`src/rtl/rtc_prescaler.sv`:
```
module rtc_prescaler #(
  parameter int STAGES  = 6,
  parameter int SYNC_FF = 2
) (
  input  logic clk,
  input  logic rst_n,
  input  logic tick64,
  input  logic test_en,
  input  logic ext_clk,
  input  logic stop,
  output logic sec_pulse
);
  localparam int HALF = 1 << (STAGES - 1);

  logic [SYNC_FF-1:0] sync_q;
  logic               ext_prev;
  logic [STAGES-1:0]  chain;
  logic               ext_rise;
  logic               src_edge;
  logic               at_half;

  always_ff @(posedge clk or negedge rst_n) begin
    if (!rst_n) begin
      sync_q   <= '0;
      ext_prev <= 1'b0;
    end else begin
      sync_q   <= {sync_q[SYNC_FF-2:0], ext_clk};
      ext_prev <= sync_q[SYNC_FF-1];
    end
  end

  assign ext_rise = sync_q[SYNC_FF-1] & ~ext_prev;
  assign src_edge = test_en ? ext_rise : tick64;
  assign at_half  = (chain == STAGES'(HALF - 1));

  always_ff @(posedge clk or negedge rst_n) begin
    if (!rst_n) begin
      chain     <= '0;
      sec_pulse <= 1'b0;
    end else begin
      sec_pulse <= !stop && src_edge && at_half;
      if (stop)
        chain <= '0;
      else if (src_edge)
        chain <= chain + STAGES'(1);
    end
  end


  cnt_inc_chk: assert property (@(posedge clk) disable iff (!rst_n)
    (!stop && src_edge) |=> (chain == $past(chain) + STAGES'(1)));


  cnt_hold_chk: assert property (@(posedge clk) disable iff (!rst_n)
    (!stop && !src_edge) |=> $stable(chain));


  stop_quiet_chk: assert property (@(posedge clk) disable iff (!rst_n)
    stop |=> !sec_pulse);


  pulse_width_chk: assert property (@(posedge clk) disable iff (!rst_n)
    sec_pulse |=> !sec_pulse);


  pulse_phase_chk: assert property (@(posedge clk) disable iff (!rst_n)
    sec_pulse |-> (chain == STAGES'(HALF)));


  edge_single_chk: assert property (@(posedge clk) disable iff (!rst_n)
    ext_rise |=> !ext_rise);
endmodule

```
`config.mk`:
```
export PLATFORM = sky130hd
export DESIGN_NAME = rtc_prescaler
export DESIGN_NICKNAME = d
export VERILOG_FILES = /design/src/rtl/rtc_prescaler.sv
export SDC_FILE = /design/constraint.sdc
export NUM_CORES = 1
export LEC_CHECK = 0
export BUFFER_PORTS_ARGS = -buffer_cell sky130_fd_sc_hd__buf_2
export CELL_PAD_IN_SITES_DETAIL_PLACEMENT = 0
export CELL_PAD_IN_SITES_GLOBAL_PLACEMENT = 2
export CORE_MARGIN = 2
export CORE_UTILIZATION = 37
export CTS_BUF_LIST = sky130_fd_sc_hd__clkbuf_2
export DETAILED_ROUTE_END_ITERATION = 10
export PLACE_DENSITY = 0.82
export SLEW_MARGIN = 20
export SYNTH_ARGS = -nofsm -noshare
export SYNTH_HDL_FRONTEND = slang
export SYNTH_SLANG_ARGS = --single-unit
```
`constraint.sdc`:
```
create_clock -name clk -period 1.5 [get_ports clk]
set_input_delay 0.3 -clock clk [delete_from_list [all_inputs] [get_ports clk]]
set_output_delay 0.3 -clock clk [all_outputs]
set_load 0.02 [all_outputs]
```
==> results.txt <==
post-synthesis sequential area ratio: 0.4902
Crit. End Element: flop
initial drt markers: 2
startpoint types: flop
CP Class: reg -> reg
die width: 41.15 um
maximum VDD drop: 0.0003066 V
main combinational cell family by area after synthesis: simple AND/OR/NAND/NOR gates
Netlist Area Pre-Place: 510.5 um^2
Leak: 0.0002649 uW
fin crit period: 1.431 ns
FF-to-FF End: chain[5]
antenna-violating nets left: 0
remaining global-route overflow: 0
Final WS setup: 0.06946 ns
Multi-input gate area: 241.5 um^2
initial antenna violation count: 0
Rows: 13
Highest Signal Layer: met4
sequential share of power: 0.597
Max Freq: 699.0 MHz
clock latency on the worst-skew pair: 0.25 ns
synthesized area per cell: 11.60 um^2
met2 wire length: 445 um
FF-to-FF setup slack: 0.07 ns
layout cell share with drive strength beyond 1: 0.3019
worst hold start: ext_clk
CTS sink count: 10
fill cell count: 141
worst-margin pin slew: 0.2599 ns
worst hold stages: 1
M1 wire length: 372 um
P_sw: 121.7 uW
max-slew violations: 0
diode count: 0
Power per Cell Area: 831.3 nW/um^2
starting density of the core: 0.3923
Reg2Reg Depth: 3
port bufs: 6
post-cts sizing count: 0
Gate power share: 0.092
CTS root buf: clkbuf_2
Die Y: 41.15 um
unrepaired setup endpoints after global routing: false
largest net degree at the start of global routing: 11
Post-DP HPWL: 686.4 um
mux contribution to synthesized area: 0.08824
Clk pwr share: 0.311
worst path required time: 1.64 ns
post-detailed-route via-to-cell ratio: 5.250
Post-Syn Nets: 51
# DRC: 0
Synth Warn #: 0
post-synthesis simple-gate area fraction: 0.2034
first-pass GRT wire length: 1393 um
endpoints failing hold: 0
Post-CTS Setup Repair Bufs: 0
WL met3: 40 um
Hold EP: sync_q[0]
Core Area: 1301 um^2
Reg area: 250.2 um^2
Nets: 61
die footprint: 1693 um^2
Tcrit/Tclk final: 0.9537
wire per inst: 12.93 um
Sum Neg Setup Slack: 0 ns
Num CTS Buffers: 3
routed wire length: 879 um
ranking of synthesized cells by area: dfrtp_1, mux2_2, a2111oi_4
CTS tree: yes
Hold/Removal Path Class: in -> reg
clk slew on worst S/H paths: 0.10 ns
max_cap viols: 0
synth unique cells: 19
adder-cell share of the synthesized area: 0.02451
global-route usage over all layers: 0.1316
clock buffer depth: 2
status: complete, no violations
Setup Viol. Count Final: 0
I/O pin cnt: 7
area leader, netlist: dfrtp_1
CP Data Arrival Time: 1.57 ns
hold_buf cts: 1
Synth-to-Final Area Change: 12.25%
sw frac: 0.2555
gp weighted congestion: 0.6741
reg2reg start: ext_prev
synthesized flop and latch total: 10
via count: 357
P_int: 354.6 uW
max_slew headroom: 0.8268
compound-gate portion of the synthesized area: 0.1569
worst slack at placement: 0.08362 ns
Pre-Repair DR Iteration Count: 2
crit-path max FO: 9
CTS H-tree depth: 1
Hold WS: 0.1544 ns
XOR/XNOR share of the synthesized area: 0
Syn Inst Count: 44
top-area cell type share of the netlist area: 0.4902
vias in the first global route: 324
clock skew: 0.001632 ns
## cell usage in the layout (no fill, tap or decap)
cell and count:
a2111oi_4 1, a211oi_1 1, a21bo_2 1, a21boi_1 1
a21o_1 1, a21oi_1 4, buf_2 6, clkbuf_2 3
clkinv_1 1, dfrtp_1 10, dlygate4sd3_1 1, ha_1 1
inv_1 1, mux2_1 1, mux2_2 3, nand2_1 2
nand2b_4 1, nand3_1 5, nand3b_4 1, nor2_1 5
nor2b_1 3
## layer usage
metal | vias to the layer above | track usage
li1 | 170 | -
met1 | 176 | 0.1628
met2 | 7 | 0.2070
met3 | 4 | 0.03261
met4 | 0 | 0.07258
met5 | - | 0
## worst max-delay path: stages, from the launching register on
cell	delay (ns)
dfrtp_1	0.38
nand3b_4	0.22
a2111oi_4	0.38
mux2_1	0.35
## synthesized netlist by cell type
| master | count |
|---|---|
| nand2b_4 | 1 |
| nand3b_4 | 1 |
| a21boi_1 | 1 |
| nand2_1 | 2 |
| mux2_2 | 3 |
| clkbuf_1 | 1 |
| a21o_1 | 1 |
| mux2_1 | 1 |
| buf_6 | 1 |
| inv_1 | 1 |
| dfrtp_1 | 10 |
| nor2b_1 | 3 |
| a211oi_1 | 1 |
| nor2_1 | 5 |
| nand3_1 | 5 |
| a2111oi_4 | 1 |
| a21bo_2 | 1 |
| ha_1 | 1 |
| a21oi_1 | 4 |
## sequential cells by signal, indices dropped and copies added, names as in the netlist
signal     cells
ext_prev       1
sync_q         2
chain          6
sec_pulse      1
## cell families (layout without fill, tap and decap cells)
family,count (synthesis),count (layout)
buf+inv,3,12
fa+ha+maj,1,1
mux,4,4
simple gates,17,17
compound gates,9,9
flops,10,10
## cell type report
type / count / area share
sequential: 10 / 0.4367
multi-input combinational: 31 / 0.4214
timing repair buffer: 7 / 0.06987
clock buffer: 3 / 0.02620
inverter: 1 / 0.006550
clock inverter: 1 / 0.006550
tap: 15 / 0.03275
## worst max-delay path by stage
stage,start,to,slack (ns)
final,ext_prev,chain[5],0.07
after global routing,ext_prev,chain[5],0.00004
after CTS,ext_prev,chain[5],0.05
after detailed placement,test_en,chain[5],0.08
after global placement,ext_prev,chain[5],0.13
after floorplan,ext_prev,chain[5],0.15
## metrics by stage
stage	util	total power [uW]	std cells	instance area [um^2]
after floorplan	-	316.4	44	510.5
after CTS	0.4404	485.0	68	573.1
final	0.4404	476.4	68	573.1
after global routing	0.4404	506.1	68	573.1
after detailed placement	0.4183	332.8	63	544.3
after global placement	0.4183	329.3	63	544.3
## power groups by stage
stage | Combinational [uW] | Sequential, uW | Clock [uW]
final | 44.0 | 284 | 148
after global routing | 50.0 | 285 | 171
after CTS | 45.1 | 284 | 156
after detailed placement | 43.3 | 290 | 0
after global placement | 40.3 | 289 | 0
after floorplan | 28.6 | 288 | 0
No activity file was read; power rests on OpenSTA's default activity.
